==> config.mk <==
export PLATFORM = sky130hd
export DESIGN_NAME = hxp_host_expand
export DESIGN_NICKNAME = d
export VERILOG_FILES = /design/src/rtl/hxp_pkg.sv /design/src/rtl/hxp_cmd_decode.sv /design/src/rtl/hxp_word_ctr.sv /design/src/rtl/hxp_unpack.sv /design/src/rtl/hxp_host_expand.sv
export SDC_FILE = /design/constraint.sdc
export NUM_CORES = 1
export LEC_CHECK = 0
export ABC_AREA = 1
export BUFFER_PORTS_ARGS = -buffer_cell sky130_fd_sc_hd__buf_2
export CAP_MARGIN = 20
export CORE_MARGIN = 10
export CORE_UTILIZATION = 50
export DETAILED_ROUTE_END_ITERATION = 8
export GPL_TIMING_DRIVEN = 0
export PLACE_DENSITY = 0.7
export RECOVER_POWER = 50
export SLEW_MARGIN = 5
export SYNTH_ARGS = -nofsm -noshare
export SYNTH_HDL_FRONTEND = slang
export SYNTH_SLANG_ARGS = --single-unit
==> constraint.sdc <==
create_clock -name clk -period 5.4 [get_ports clk]
set_clock_uncertainty 0.05 [all_clocks]
set_input_delay 0.54 -clock clk [delete_from_list [all_inputs] [get_ports clk]]
set_output_delay 0.54 -clock clk [all_outputs]
set_load 0.1 [all_outputs]
==> src/rtl/hxp_pkg.sv <==
package hxp_pkg;
  localparam int unsigned CMD_HOST_BIT  = 6;
  localparam int unsigned CMD_MONO_BIT0 = 1;
  localparam int unsigned CMD_MONO_BIT1 = 8;
  localparam int unsigned CMD_MONO_BIT2 = 17;

  // log2 of bytes per pixel
  localparam logic [1:0] LG_B1 = 2'd0;
  localparam logic [1:0] LG_B2 = 2'd1;
  localparam logic [1:0] LG_B4 = 2'd2;

  typedef struct packed {
    logic       mono;
    logic [1:0] lg;
  } xfer_mode_t;
endpackage

==> src/rtl/hxp_cmd_decode.sv <==
module hxp_cmd_decode
  import hxp_pkg::*;
(
  input  logic [31:0] cmd_word,
  input  logic [1:0]  fmt_sel,
  output logic        host_src,
  output xfer_mode_t  mode
);
  logic cmd_rest_unused;
  assign cmd_rest_unused = ^cmd_word;

  always_comb begin
    host_src  = cmd_word[CMD_HOST_BIT];
    mode.mono = cmd_word[CMD_MONO_BIT0] & cmd_word[CMD_MONO_BIT1] &
                cmd_word[CMD_MONO_BIT2];
    if (mode.mono) begin
      mode.lg = LG_B1;
    end else begin
      case (fmt_sel)
        2'd0:    mode.lg = LG_B1;
        2'd1:    mode.lg = LG_B2;
        default: mode.lg = LG_B4;
      endcase
    end
  end
endmodule

==> src/rtl/hxp_word_ctr.sv <==
module hxp_word_ctr #(
  parameter int CW = 25
) (
  input  logic          clk,
  input  logic          rst_n,
  input  logic          load,
  input  logic [CW-1:0] load_val,
  input  logic          dec,
  output logic          is_zero
);
  logic [CW-1:0] cnt_q, cnt_d;
  logic          cnt_en;

  always_comb begin
    cnt_en = load | dec;
    cnt_d  = load ? load_val : cnt_q - CW'(1);
  end

  always_ff @(posedge clk or negedge rst_n) begin
    if (!rst_n)      cnt_q <= '0;
    else if (cnt_en) cnt_q <= cnt_d;
  end

  assign is_zero = (cnt_q == '0);

  AST_CNT_NO_UNDERFLOW: assert property (@(posedge clk) disable iff (!rst_n)
    (dec && !load) |-> !is_zero);
endmodule

==> src/rtl/hxp_unpack.sv <==
module hxp_unpack
  import hxp_pkg::*;
#(
  parameter int WORD_W = 32,
  parameter int IDX_W  = $clog2(WORD_W),
  parameter int CNT_W  = IDX_W + 1
) (
  input  logic              clk,
  input  logic              rst_n,
  input  logic              load,
  input  logic [WORD_W-1:0] load_word,
  input  logic [CNT_W-1:0]  load_cnt,
  input  logic              step,
  input  xfer_mode_t        mode,
  input  logic [WORD_W-1:0] fg,
  input  logic [WORD_W-1:0] bg,
  output logic              pix_valid,
  output logic [WORD_W-1:0] pixel
);
  logic [WORD_W-1:0] buf_q, buf_d;
  logic [IDX_W-1:0]  idx_q, idx_d;
  logic [CNT_W-1:0]  cnt_q, cnt_d;
  logic              buf_en;
  logic [IDX_W-1:0]  bit_sel;
  logic [IDX_W-1:0]  shamt;
  logic [WORD_W-1:0] shifted;
  logic [WORD_W-1:0] col_pix;

  always_comb begin
    buf_en = load | step;
    if (load) begin
      buf_d = load_word;
      idx_d = '0;
      cnt_d = load_cnt;
    end else begin
      buf_d = buf_q;
      idx_d = idx_q + IDX_W'(1);
      cnt_d = cnt_q - CNT_W'(1);
    end
  end

  always_ff @(posedge clk or negedge rst_n) begin
    if (!rst_n) begin
      buf_q <= '0;
      idx_q <= '0;
      cnt_q <= '0;
    end else if (buf_en) begin
      buf_q <= buf_d;
      idx_q <= idx_d;
      cnt_q <= cnt_d;
    end
  end

  // mono: byte order ascending, bit order descending within the byte
  always_comb begin
    bit_sel = {idx_q[IDX_W-1:3], ~idx_q[2:0]};
    shamt   = {idx_q[IDX_W-4:0], 3'b000} << mode.lg;
    shifted = buf_q >> shamt;
    case (mode.lg)
      LG_B1:   col_pix = {{(WORD_W-8){1'b0}},  shifted[7:0]};
      LG_B2:   col_pix = {{(WORD_W-16){1'b0}}, shifted[15:0]};
      default: col_pix = shifted;
    endcase
    pix_valid = (cnt_q != '0);
    pixel     = mode.mono ? (buf_q[bit_sel] ? fg : bg) : col_pix;
  end

  AST_LOAD_WHEN_EMPTY: assert property (@(posedge clk) disable iff (!rst_n)
    load |-> !pix_valid);
  AST_LOAD_FITS: assert property (@(posedge clk) disable iff (!rst_n)
    load |-> (load_cnt <= CNT_W'(WORD_W)));
endmodule

==> src/rtl/hxp_host_expand.sv <==
module hxp_host_expand
  import hxp_pkg::*;
#(
  parameter int DIM_W  = 12,
  parameter int WORD_W = 32
) (
  input  logic              clk,
  input  logic              rst_n,
  input  logic              cmd_valid,
  input  logic [31:0]       cmd_word,
  input  logic [1:0]        fmt_sel,
  input  logic [DIM_W-1:0]  ext_w_m1,
  input  logic [DIM_W-1:0]  ext_h_m1,
  input  logic [WORD_W-1:0] fg_colour,
  input  logic [WORD_W-1:0] bg_colour,
  input  logic              wr_valid,
  input  logic [WORD_W-1:0] wr_data,
  output logic              wr_ready,
  output logic              out_valid,
  input  logic              out_ready,
  output logic [WORD_W-1:0] out_pixel,
  output logic              done
);
  localparam int PIX_W  = 2 * DIM_W + 1;
  localparam int BYTE_W = PIX_W + 2;
  localparam int IDX_W  = $clog2(WORD_W);
  localparam int CNT_W  = IDX_W + 1;
  localparam int LANES  = WORD_W / 8;

  // asynchronous assert, synchronous release
  logic rst_meta_q, rst_sync_n;
  always_ff @(posedge clk or negedge rst_n) begin
    if (!rst_n) {rst_sync_n, rst_meta_q} <= 2'b00;
    else        {rst_sync_n, rst_meta_q} <= {rst_meta_q, 1'b1};
  end

  logic       host_src;
  xfer_mode_t mode_dec;

  hxp_cmd_decode u_dec (
    .cmd_word (cmd_word),
    .fmt_sel  (fmt_sel),
    .host_src (host_src),
    .mode     (mode_dec)
  );

  logic              busy_q, busy_d;
  xfer_mode_t        mode_q;
  logic [WORD_W-1:0] fg_q, bg_q;
  logic [PIX_W-1:0]  unq_q, unq_d;
  logic              start, load, step, words_zero, buf_valid, unq_en;
  logic [PIX_W-1:0]  w_cnt, h_cnt, pix_total;
  logic [BYTE_W-1:0] byte_total, rnd_sum;
  logic [PIX_W-1:0]  word_total;
  logic [CNT_W-1:0]  per_word, take;
  logic              rnd_unused;

  // transfer sizing at command time
  always_comb begin
    w_cnt      = PIX_W'(ext_w_m1) + PIX_W'(1);
    h_cnt      = PIX_W'(ext_h_m1) + PIX_W'(1);
    pix_total  = w_cnt * h_cnt;
    byte_total = BYTE_W'(pix_total) << mode_dec.lg;
    rnd_sum    = byte_total + BYTE_W'(3);
    word_total = rnd_sum[BYTE_W-1:2];
  end
  assign rnd_unused = ^rnd_sum[1:0];

  always_comb begin
    wr_ready = busy_q && !words_zero && !buf_valid;
    done     = busy_q && words_zero && !buf_valid;
    start    = cmd_valid && host_src && (!busy_q || done);
    load     = wr_ready && wr_valid;
    step     = buf_valid && out_ready;
    per_word = mode_q.mono ? CNT_W'(WORD_W) : CNT_W'(LANES >> mode_q.lg);
    take     = (unq_q < PIX_W'(per_word)) ? CNT_W'(unq_q) : per_word;
    busy_d   = start ? 1'b1 : (done ? 1'b0 : busy_q);
    unq_en   = start | load;
    unq_d    = start ? pix_total : unq_q - PIX_W'(take);
  end

  always_ff @(posedge clk or negedge rst_sync_n) begin
    if (!rst_sync_n) busy_q <= 1'b0;
    else             busy_q <= busy_d;
  end

  always_ff @(posedge clk or negedge rst_sync_n) begin
    if (!rst_sync_n) begin
      mode_q <= '0;
      fg_q   <= '0;
      bg_q   <= '0;
    end else if (start) begin
      mode_q <= mode_dec;
      fg_q   <= fg_colour;
      bg_q   <= bg_colour;
    end
  end

  always_ff @(posedge clk or negedge rst_sync_n) begin
    if (!rst_sync_n)  unq_q <= '0;
    else if (unq_en)  unq_q <= unq_d;
  end

  hxp_word_ctr #(.CW(PIX_W)) u_words (
    .clk      (clk),
    .rst_n    (rst_sync_n),
    .load     (start),
    .load_val (word_total),
    .dec      (load),
    .is_zero  (words_zero)
  );

  hxp_unpack #(.WORD_W(WORD_W)) u_unpack (
    .clk       (clk),
    .rst_n     (rst_sync_n),
    .load      (load),
    .load_word (wr_data),
    .load_cnt  (take),
    .step      (step),
    .mode      (mode_q),
    .fg        (fg_q),
    .bg        (bg_q),
    .pix_valid (buf_valid),
    .pixel     (out_pixel)
  );

  assign out_valid = buf_valid;

  AST_DONE_ONE_CYCLE: assert property (@(posedge clk) disable iff (!rst_sync_n)
    done |=> !done);
  AST_IDLE_QUIET: assert property (@(posedge clk) disable iff (!rst_sync_n)
    !busy_q |-> (!wr_ready && !out_valid));
  AST_OUT_HOLD: assert property (@(posedge clk) disable iff (!rst_sync_n)
    (out_valid && !out_ready) |=> (out_valid && $stable(out_pixel)));
  AST_DONE_ALL_PIX: assert property (@(posedge clk) disable iff (!rst_sync_n)
    done |-> (unq_q == '0));
  AST_START_ARMS_PORT: assert property (@(posedge clk) disable iff (!rst_sync_n)
    start |=> (wr_ready && !done));
endmodule

==> flow_summary.rst, run 1 <==
.. list-table::
   :header-rows: 1

   * - Metric
     - Value
   * - Terminating pin of the worst hold path
     - fg_q[21]
   * - Detailed Route Iter0 Violations
     - 1,550
   * - Max frequency
     - ~160 MHz
   * - Starting Density
     - 50.4%
   * - Die Span Y
     - around 210 um
   * - Ratio of cells with drive above 1 in the final layout
     - between 30% and 40%
   * - Average wire per standard cell
     - 19.4 um
   * - Result of the run
     - finished, violations left
   * - Cell repeated most along the worst path
     - fa_1
   * - Data required time at the worst endpoint
     - 5690 ps
   * - Area of the die
     - 42,500 um2
   * - Worst reg-to-reg path cell count
     - 26
   * - Total of fill cells in the finished design
     - around 2,800
   * - Maximum single-stage delay on the critical path
     - 560 ps
   * - GRT Resource Usage Total
     - around 30%
   * - Endpoint of the worst-slack reg-to-reg timing path
     - unq_q[20]
   * - Kind of path behind the tightest hold check
     - input pin to flip-flop
   * - Origin of the worst min-delay path
     - fg_colour[21]
   * - First-pass GRT wire length
     - around 99,000 um
   * - Number of antenna violations at the first check in global routing
     - 1
   * - Antenna diodes
     - 0
   * - DP HPWL
     - between 40,000 and 50,000 um
   * - Routed wire length
     - 65,100 um
   * - Synthesis Warnings
     - 0
   * - Reg2Reg Setup Slack
     - between 600 and 700 ps
   * - Clock net sink count
     - roughly 160
   * - Critical path's slowest cell
     - fa_1
   * - Total grt overflow
     - 0
   * - Ports placed on the boundary
     - around 190
   * - Total Nets Final
     - 3,256
   * - Vias in the first global route
     - around 19,000
   * - Final worst path period share
     - 117%
   * - Die Wd
     - just over 200 um
   * - Netlist area before placement
     - between 15,000 and 20,000 um2
   * - Hold Violations, Final
     - 0
   * - Share of synthesized area occupied by flip-flops and latches
     - between 20% and 30%
   * - Failing checks
     - max-capacitance violations, max-slew violations, negative setup slack
   * - Category of the critical setup timing path
     - input pin to flip-flop
   * - Gp weighted congestion
     - 0.965
   * - Synthesized instance count
     - between 2,000 and 3,000
   * - Net count of the mapped netlist
     - about 2,900
   * - Startpoint type of the worst setup path
     - input pin
   * - Min Clock Period, post-route
     - between 6000 and 7000 ps
   * - Clock slew at reported path FFs
     - about 80 ps
   * - Iteration count of the initial detailed-routing pass
     - 6
   * - Post-placement cell area
     - 19,300 um2
   * - Post-route cell area
     - 23,300 um2
   * - Max-cap check violation count
     - 3
   * - TritonCTS buffer count
     - 17
   * - Unrepaired setup endpoints after global routing
     - true
   * - Hold Path Depth
     - 3
   * - Number of pins with negative max-slew slack in the final report
     - around 170
   * - Final setup violating endpoints
     - 30
   * - Per-instance average area after synthesis
     - just under 7 um2
   * - Dominant register cell in the synthesized netlist
     - dfrtp_1
   * - Synthesis-to-layout area growth
     - 34.4%
   * - Number of storage elements in the synthesis netlist
     - roughly 160
   * - CP max FO
     - 10
   * - Buffers from clock root to sink, at most
     - 2
   * - Largest net degree at the start of global routing
     - 65
   * - Count of H-tree levels built during CTS
     - 4
   * - Master cell of the clock root buffer
     - clkbuf_16
   * - R2r startpoint
     - mode_q[2]
   * - Number of vias after detailed routing
     - about 19,000
   * - Worst slack at placement
     - -1880 ps
   * - Arrival @ worst endpoint
     - 6620 ps
   * - Number of flops mapped to enable cells by yosys
     - 0
   * - CTS tree
     - built
   * - Slew @ Worst Pin
     - around 2500 ps
   * - DRC violation count after routing
     - 0
   * - Final WS setup
     - -928 ps
   * - Headroom to the max-slew limit
     - -66.6%
   * - Number of distinct library cells after synthesis
     - slightly above 60
   * - Remaining antenna violation count
     - 0
   * - Fraction of synthesis flops using an asynchronous set or reset pin
     - between 90% and 100%
   * - Std-Cell Rows
     - 68
   * - Ratio of routed vias to standard cells
     - 5.59
   * - Clock insertion delay at the later pin of the skew report
     - roughly 460 ps
   * - Crit end category
     - flip-flop
   * - Number of I/O port buffers
     - 165
   * - Core area
     - about 34,000 um2
## layout make-up
cell class | count | area, um2 | area share [%]
well taps | 455 | 569 | 2.45
plain buffers | 82 | 408 | 1.75
flip-flops and latches | 163 | 4080 | 17.5
clock inverters | 12 | 121 | 0.522
multi-input cells | 1879 | 13600 | 58.6
repair inverters | 1 | 6.26 | 0.0269
repair buffers | 325 | 2310 | 9.95
clock buffers | 20 | 447 | 1.92
inverters | 427 | 1690 | 7.28
## worst max path at each step
| stage | from | end | slack, ps | depth (start not counted) |
|---|---|---|---|---|
| after floorplan | ext_h_m1[1] | u_words.cnt_q[19] | -690 | 37 |
| after global placement | ext_h_m1[0] | u_words.cnt_q[19] | -1860 | 36 |
| after detailed placement | ext_h_m1[0] | u_words.cnt_q[19] | -1880 | 36 |
| after CTS | ext_h_m1[1] | u_words.cnt_q[24] | -670 | 34 |
| after global routing | ext_w_m1[0] | u_words.cnt_q[18] | -1110 | 37 |
| final | ext_h_m1[1] | u_words.cnt_q[21] | -930 | 36 |
## stage by stage
stage,util [%],setup TNS [ps],cells,hold WS (ps)
after floorplan,-,-9500,2552,194
after global placement,56.0,-291950,3172,275
after detailed placement,56.1,-45410,3174,283
after CTS,64.1,-9160,3330,226
after global routing,67.7,-21670,3364,242
final,67.7,-15440,3364,235
## critical path: cells and delay by family
| kind | cells | cell delay (ps) |
|---|---|---|
| buffers and inverters | 11 | 1070 |
| AO/OA/AOI/OAI | 2 | 230 |
| adder cells (fa/ha/maj) | 6 | 2880 |
| AND/OR/NAND/NOR | 17 | 1880 |
## cells in the mapped netlist (all sizes together) (14+ instances only)
master / count / area share (%)
nand2: 804 / 18
inv: 423 / 9.2
nor2: 246 / 5.9
nand3: 203 / 6.3
dfrtp: 163 / 24
o21ai: 158 / 4.7
fa: 121 / 14
ha: 80 / 5.8
a21oi: 63 / 1.9
clkbuf: 51 / 1.1
nand4: 37 / 1.4
buf: 32 / 1.0
xor2: 32 / 1.6
nor3: 25 / 0.78
o22ai: 22 / 0.80
o211ai: 14 / 0.61
## routing by layer
layer / track usage (%) / share of wire (%) / up-vias
met5: 0 / 0.020 / -
li1: - / - / 8712
met4: 12.7 / 4.7 / 2
met1: 35.3 / 38 / 9076
met2: 51.2 / 49 / 830
met3: 5.09 / 7.7 / 198
## placed cells by master, fill, tap and decap left out, types with 7 or more instances in the layout
| cell type | count |
|---|---|
| a21oi_1 | 48 |
| a21oi_2 | 8 |
| a21oi_4 | 7 |
| buf_12 | 8 |
| buf_2 | 177 |
| buf_4 | 117 |
| buf_6 | 42 |
| clkbuf_1 | 49 |
| clkbuf_16 | 17 |
| dfrtp_1 | 163 |
| fa_1 | 106 |
| fa_2 | 15 |
| ha_1 | 60 |
| ha_4 | 19 |
| inv_1 | 342 |
| inv_2 | 63 |
| inv_4 | 15 |
| nand2_1 | 634 |
| nand2_2 | 97 |
| nand2_4 | 69 |
| nand3_1 | 110 |
| nand3_2 | 65 |
| nand3_4 | 28 |
| nand4_1 | 36 |
| nor2_1 | 180 |
| nor2_2 | 24 |
| nor2_4 | 40 |
| nor3_1 | 21 |
| o211ai_1 | 14 |
| o21ai_0 | 124 |
| o21ai_1 | 19 |
| o21ai_2 | 10 |
| o221ai_1 | 8 |
| o22ai_1 | 21 |
| o32ai_1 | 7 |
| xor2_1 | 24 |
| xor2_4 | 8 |
## registers in the layout, indices dropped and copies added, names as in the netlist
signal          cells
busy_q              1
u_unpack.idx_q      5
u_unpack.buf_q     32
rst_meta_q          1
unq_q              25
mode_q              3
u_words.cnt_q      25
u_unpack.cnt_q      6
bg_q               32
fg_q               32
rst_sync_n          1
## cells by family (layout without fill, tap and decap cells)
group	Yosys count	after routing	share of synthesized area (%)
adders and majority gates	201	201	19.8
other	1	1	0.0217
xor gates and xnor gates	42	42	2.17
buffers and inverters	510	867	11.4
AOI/OAI and AO/OA	297	297	10.0
DFF	163	163	23.6
and+or+nand+nor	1338	1338	33.1
## timing repair
| action | 4_1_cts | 5_1_grt |
|---|---|---|
| hold endpoints to repair | 2 | 0 |
| gates resized for setup | 294 | 280 |
| cloned | 2 | 0 |
| pin swaps | 175 | 160 |
| setup endpoints to repair | 38 | 36 |
| buffers inserted | 126 | 48 |
| hold buffers | 1 | 0 |
Power of run 1 is left out: the tool's default activity adds up to more than one toggle a clock period on the data nets, which glitch-free logic cannot reach.
==> run 2: changes to the inputs <==
--- a/config.mk
+++ b/config.mk
@@ -10,10 +10,12 @@
 export CAP_MARGIN = 20
 export CORE_MARGIN = 10
 export CORE_UTILIZATION = 50
+export CTS_CLUSTER_DIAMETER = 40
 export DETAILED_ROUTE_END_ITERATION = 8
 export GPL_TIMING_DRIVEN = 0
 export PLACE_DENSITY = 0.7
 export RECOVER_POWER = 50
+export SKIP_CTS_REPAIR_TIMING = 1
 export SLEW_MARGIN = 5
 export SYNTH_ARGS = -nofsm -noshare
 export SYNTH_HDL_FRONTEND = slang
==> constraint.sdc (replaced) <==
create_clock -name clk -period 5.4 [get_ports clk]
set_clock_uncertainty 0.05 [all_clocks]
set_input_delay 0.81 -clock clk [delete_from_list [all_inputs] [get_ports clk]]
set_output_delay 0.81 -clock clk [all_outputs]
set_load 0.1 [all_outputs]
==> run 2 against run 1 <==
Non-clock buffer count shrank 41. Sequential share of layout area grew 0.60 points. The flow still finishes with violations (max-capacitance violations, max-slew violations, negative setup slack). Core utilization shrank 2.2 points. Critical endpoint unchanged. First-iteration DRC count is 3.6% lower. Routed wire length shrank 4.5%. Setup slack worse by 180 ps. Cell count down 1.2%. Largest cell class unchanged.
==> flow_summary.rst, run 2 (synthesized netlist as in run 1, its figures left out) <==
.. list-table::
   :header-rows: 1

   * - Metric
     - Value
   * - Result of the run
     - finished, violations left
   * - Failing checks
     - max-capacitance violations, max-slew violations, negative setup slack
   * - Total of fill cells in the finished design
     - between 2,000 and 3,000
   * - Synthesis-to-layout area growth
     - 30.0%
   * - Crit end category
     - flip-flop
   * - Clock insertion delay at the later pin of the skew report
     - approximately 460 ps
   * - Count of H-tree levels built during CTS
     - 4
   * - Slew @ Worst Pin
     - approximately 2400 ps
   * - Hold Violations, Final
     - 0
   * - Buffers from clock root to sink, at most
     - 2
   * - Core area
     - around 34,000 um2
   * - Maximum single-stage delay on the critical path
     - ~560 ps
   * - Max-cap check violation count
     - 3
   * - Min Clock Period, post-route
     - ~6500 ps
   * - Average wire per standard cell
     - between 15 and 20 um
   * - Final setup violating endpoints
     - 36
   * - Number of pins with negative max-slew slack in the final report
     - 166
   * - Number of vias after detailed routing
     - approximately 18,000
   * - Remaining antenna violation count
     - 0
   * - TritonCTS buffer count
     - 17
   * - Std-Cell Rows
     - between 60 and 70
   * - Iteration count of the initial detailed-routing pass
     - 8
   * - Unrepaired setup endpoints after global routing
     - true
   * - Number of antenna violations at the first check in global routing
     - 1
   * - CP max FO
     - 6
   * - Largest net degree at the start of global routing
     - 66
   * - Ratio of routed vias to standard cells
     - between 5 and 6
   * - DP HPWL
     - slightly below 50,000 um
   * - Startpoint type of the worst setup path
     - input pin
   * - Final WS setup
     - -1110 ps
   * - Total Nets Final
     - around 3,200
   * - Max frequency
     - between 150 and 200 MHz
   * - Most frequent standard cell in the layout excluding fill and tap cells
     - nand2_1
   * - Ports placed on the boundary
     - about 190
   * - Routed wire length
     - a little over 60,000 um
   * - Number of I/O port buffers
     - 165
   * - Die Wd
     - roughly 200 um
   * - Kind of path behind the tightest hold check
     - input pin to asynchronous set/reset pin
   * - Largest registers
     - bg_q (32), fg_q (32), u_unpack.buf_q (32)
   * - Cell repeated most along the worst path
     - inv_2
   * - Gp weighted congestion
     - 0.972
   * - Antenna diodes
     - 0
   * - Most used cells in the layout excluding fill and tap cells
     - 643 x nand2_1, 344 x inv_1, 184 x nor2_1
   * - Reg2Reg Setup Slack
     - 630 ps
   * - Area of the multi-input gates
     - approximately 13,000 um2
   * - Clock net sink count
     - roughly 160
   * - Category of the critical setup timing path
     - input pin to flip-flop
   * - Area of the die
     - 42,500 um2
   * - Data required time at the worst endpoint
     - 5690 ps
   * - Total area of sequential cells
     - about 4100 um2
   * - Detailed Route Iter0 Violations
     - between 1,000 and 1,500
   * - Final worst path period share
     - 121%
   * - Ratio of cells with drive above 1 in the final layout
     - between 20 and 30%
   * - Worst slack at placement
     - -2210 ps
   * - DRC violation count after routing
     - 0
   * - Clock slew at reported path FFs
     - 70 ps
   * - Die Span Y
     - between 200 and 250 um
   * - Starting Density
     - between 50% and 60%
   * - Headroom to the max-slew limit
     - -61.4%
   * - Vias in the first global route
     - around 18,000
   * - Critical path's slowest cell
     - fa_2
   * - Master cell of the clock root buffer
     - clkbuf_16
   * - First-pass GRT wire length
     - roughly 94,000 um
   * - Arrival @ worst endpoint
     - approximately 7000 ps
   * - CTS tree
     - built
   * - Total grt overflow
     - 0
   * - GRT Resource Usage Total
     - between 20% and 30%
run 2: layer usage:
metal | global-route usage, % | vias up | part of all wire (%)
li1 | - | 8619 | -
met1 | 35.4 | 8770 | 40
met2 | 46.7 | 731 | 48
met3 | 4.64 | 168 | 7.3
met4 | 13.6 | 2 | 5.4
met5 | 0 | - | 0.019
run 2: worst max-delay path, delay by kind of cell:
family	cells	cell delay [ps]
AOI/OAI and AO/OA	3	490
buffers and inverters	10	720
adders and majority gates	6	2890
and+or+nand+nor	17	1870
run 2: cell type report:
type	instances	area share (%)
multi-input combinational	1879	59.1
sequential	163	18.1
timing repair buffer	284	8.37
inverter	427	7.42
tap	455	2.53
clock buffer	17	1.89
buffer	82	1.77
clock inverter	15	0.818
run 2: worst paths after layout:
kind	from	endpoint	cells after the start
max	ext_h_m1[0]	u_words.cnt_q[21]	36
min	rst_n	rst_sync_n	1
max reg2reg	mode_q[2]	unq_q[20]	26
min reg2reg	rst_meta_q	rst_sync_n	0
max in group asynchronous	rst_sync_n	u_unpack.buf_q[13]	1
min in group clk	rst_meta_q	rst_sync_n	0
run 2: through the flow:
step | TNS, ps | hold slack [ps] | util [%] | std cells | instance area, um2
after floorplan | -17600 | 281 | - | 2552 | 17900
after global placement | -297010 | 286 | 56.1 | 3172 | 19300
after detailed placement | -57510 | 292 | 56.2 | 3174 | 19300
after CTS | -38810 | 58.0 | 58.0 | 3206 | 19900
after global routing | -29740 | 62.4 | 65.4 | 3322 | 22500
final | -22160 | 73.9 | 65.4 | 3322 | 22500
Power of run 2 is left out for the same reason.
==> run 3: changes to the inputs <==
--- a/config.mk
+++ b/config.mk
@@ -8,12 +8,13 @@
 export ABC_AREA = 1
 export BUFFER_PORTS_ARGS = -buffer_cell sky130_fd_sc_hd__buf_2
 export CAP_MARGIN = 20
+export CORE_ASPECT_RATIO = 1.25
 export CORE_MARGIN = 10
 export CORE_UTILIZATION = 50
 export CTS_CLUSTER_DIAMETER = 40
 export DETAILED_ROUTE_END_ITERATION = 8
 export GPL_TIMING_DRIVEN = 0
-export PLACE_DENSITY = 0.7
+export PLACE_DENSITY = 0.81
 export RECOVER_POWER = 50
 export SKIP_CTS_REPAIR_TIMING = 1
 export SLEW_MARGIN = 5
==> run 3 against run 2 <==
Sequential share of layout area up 0.082 points. Maximum frequency down 3.5%. Largest cell class unchanged. Highest routed layer is now met4. The run still ends with max-capacitance violations, max-slew violations, negative setup slack left. Cell count up 0.30%.
==> flow_summary.rst, run 3 (synthesized netlist as in run 1, its figures left out) <==
.. list-table::
   :header-rows: 1

   * - Metric
     - Value
   * - Result of the run
     - finished, violations left
   * - Failing checks
     - max-capacitance violations, max-slew violations, negative setup slack
   * - Unrepaired setup endpoints after global routing
     - true
   * - Clock net sink count
     - 163
   * - Vias in the first global route
     - ~18,000
   * - Number of pins with negative max-slew slack in the final report
     - about 170
   * - Core area
     - about 34,000 um2
   * - DP HPWL
     - slightly below 50,000 um
   * - Final WS setup
     - -1340 ps
   * - Fin util
     - between 60% and 70%
   * - Ports placed on the boundary
     - about 190
   * - Cells after DPL
     - around 3,200
   * - Remaining antenna violation count
     - 0
   * - Final worst path period share
     - 125%
   * - Buffers from clock root to sink, at most
     - 2
   * - Number of I/O port buffers
     - roughly 170
   * - Min Clock Period, post-route
     - about 6700 ps
   * - Largest net degree at the start of global routing
     - 63
   * - Category of the critical setup timing path
     - input pin to flip-flop
   * - Total Nets Final
     - about 3,200
   * - GRT Resource Usage Total
     - between 20 and 30%
   * - Arrival @ worst endpoint
     - between 7000 and 8000 ps
   * - Master cell of the clock root buffer
     - clkbuf_16
   * - Detailed Route Iter0 Violations
     - approximately 1,800
   * - Hold Violations, Final
     - 0
   * - Average wire per standard cell
     - 19.5 um
   * - Starting Density
     - 50.4%
   * - Final setup violating endpoints
     - 36
   * - Crit path from
     - ext_h_m1[0]
   * - Area of the die
     - 42,500 um2
   * - Fin Hold WS
     - ~65 ps
   * - Crit end category
     - flip-flop
   * - Std-Cell Rows
     - 76
   * - Max-cap check violation count
     - 3
   * - Data required time at the worst endpoint
     - ~5700 ps
   * - Area of the multi-input gates
     - about 13,000 um2
   * - Count of H-tree levels built during CTS
     - 4
   * - Kind of path behind the tightest hold check
     - input pin to asynchronous set/reset pin
   * - Total grt overflow
     - 0
   * - Clock slew at reported path FFs
     - approximately 80 ps
   * - Ratio of routed vias to standard cells
     - between 5 and 6
   * - Maximum single-stage delay on the critical path
     - approximately 560 ps
   * - Most frequent standard cell in the layout excluding fill and tap cells
     - nand2_1
   * - Antenna diodes
     - 0
   * - Critical path's slowest cell
     - fa_2
   * - TritonCTS buffer count
     - 17
   * - Iteration count of the initial detailed-routing pass
     - 6
   * - Die Span Y
     - 228 um
   * - Headroom to the max-slew limit
     - -62.9%
   * - Max frequency
     - around 150 MHz
   * - Ratio of cells with drive above 1 in the final layout
     - between 20% and 30%
   * - Largest registers
     - bg_q (32), fg_q (32), u_unpack.buf_q (32)
   * - CTS tree
     - built
   * - Synthesis-to-layout area growth
     - 29.4%
   * - First-pass GRT wire length
     - 95,800 um
   * - Number of vias after detailed routing
     - between 15,000 and 20,000
   * - Gp weighted congestion
     - approximately 1.0
   * - Finished Layout Cells
     - about 3,300
   * - Startpoint type of the worst setup path
     - input pin
   * - Slew @ Worst Pin
     - about 2400 ps
   * - Clock insertion delay at the later pin of the skew report
     - about 460 ps
   * - Most used cells in the layout excluding fill and tap cells
     - 646 x nand2_1, 358 x inv_1, 183 x nor2_1
   * - CP max FO
     - 8
   * - Routed wire length
     - between 60,000 and 70,000 um
   * - Die Wd
     - 186 um
   * - DRC violation count after routing
     - 0
   * - Total of fill cells in the finished design
     - around 2,900
   * - Total area of sequential cells
     - slightly above 4000 um2
   * - Number of antenna violations at the first check in global routing
     - 0
   * - R2r startpoint
     - mode_q[2]
[run 3: changes by cell type in the layout (fill, tap and decap cells not counted), sizes merged]
cell | before | now
buf | 316 | 309
inv | 424 | 429
clkinv | 15 | 11
clkbuf | 67 | 69
clkinvlp | 3 | 4
[run 3: path summary, 6_finish.rpt]
| kind | endpoint | slack, ps | cells after the start |
|---|---|---|---|
| max in group asynchronous | unq_q[12] | 1090 | 1 |
| worst min-delay path | rst_sync_n | 60 | 1 |
| min in group clk | rst_sync_n | 310 | 0 |
| worst max-delay path | u_words.cnt_q[19] | -1340 | 36 |
| worst min register to register | rst_sync_n | 310 | 0 |
| worst max register to register | unq_q[18] | 670 | 24 |
[run 3: cell type report]
type	instances	share of cell area (%)
Inverter	427	7.50
Timing Repair Buffer	279	8.40
Tap cell	468	2.61
Multi-Input combinational cell	1879	58.7
Timing Repair inverter	2	0.0559
Clock buffer	17	1.90
Sequential cell	163	18.2
Buffer	82	1.76
Clock inverter	15	0.821
[run 3: per-stage QoR]
step	setup slack [ps]	setup TNS (ps)	area (um2)
after global placement	-2150	-299760	19300
after CTS	-1760	-39970	20000
after floorplan	-955	-17600	17900
final	-1340	-28150	22400
after detailed placement	-2210	-58610	19300
after global routing	-1540	-33430	22400
[run 3: routing by layer]
metal | part of all wire [%] | GRT usage (%)
met4 | 6.4 | 15.8
met1 | 36 | 32.0
met2 | 51 | 50.2
met5 | 0 | 0
met3 | 6.6 | 3.88
[run 3: worst max-delay path, delay by kind of cell]
family          cells  cell delay, ps
fa+ha+maj           6            2970
buf+inv             9             690
simple gates       19            2270
compound gates      1             120
xor+xnor            1             170
Power of run 3 is left out for the same reason.
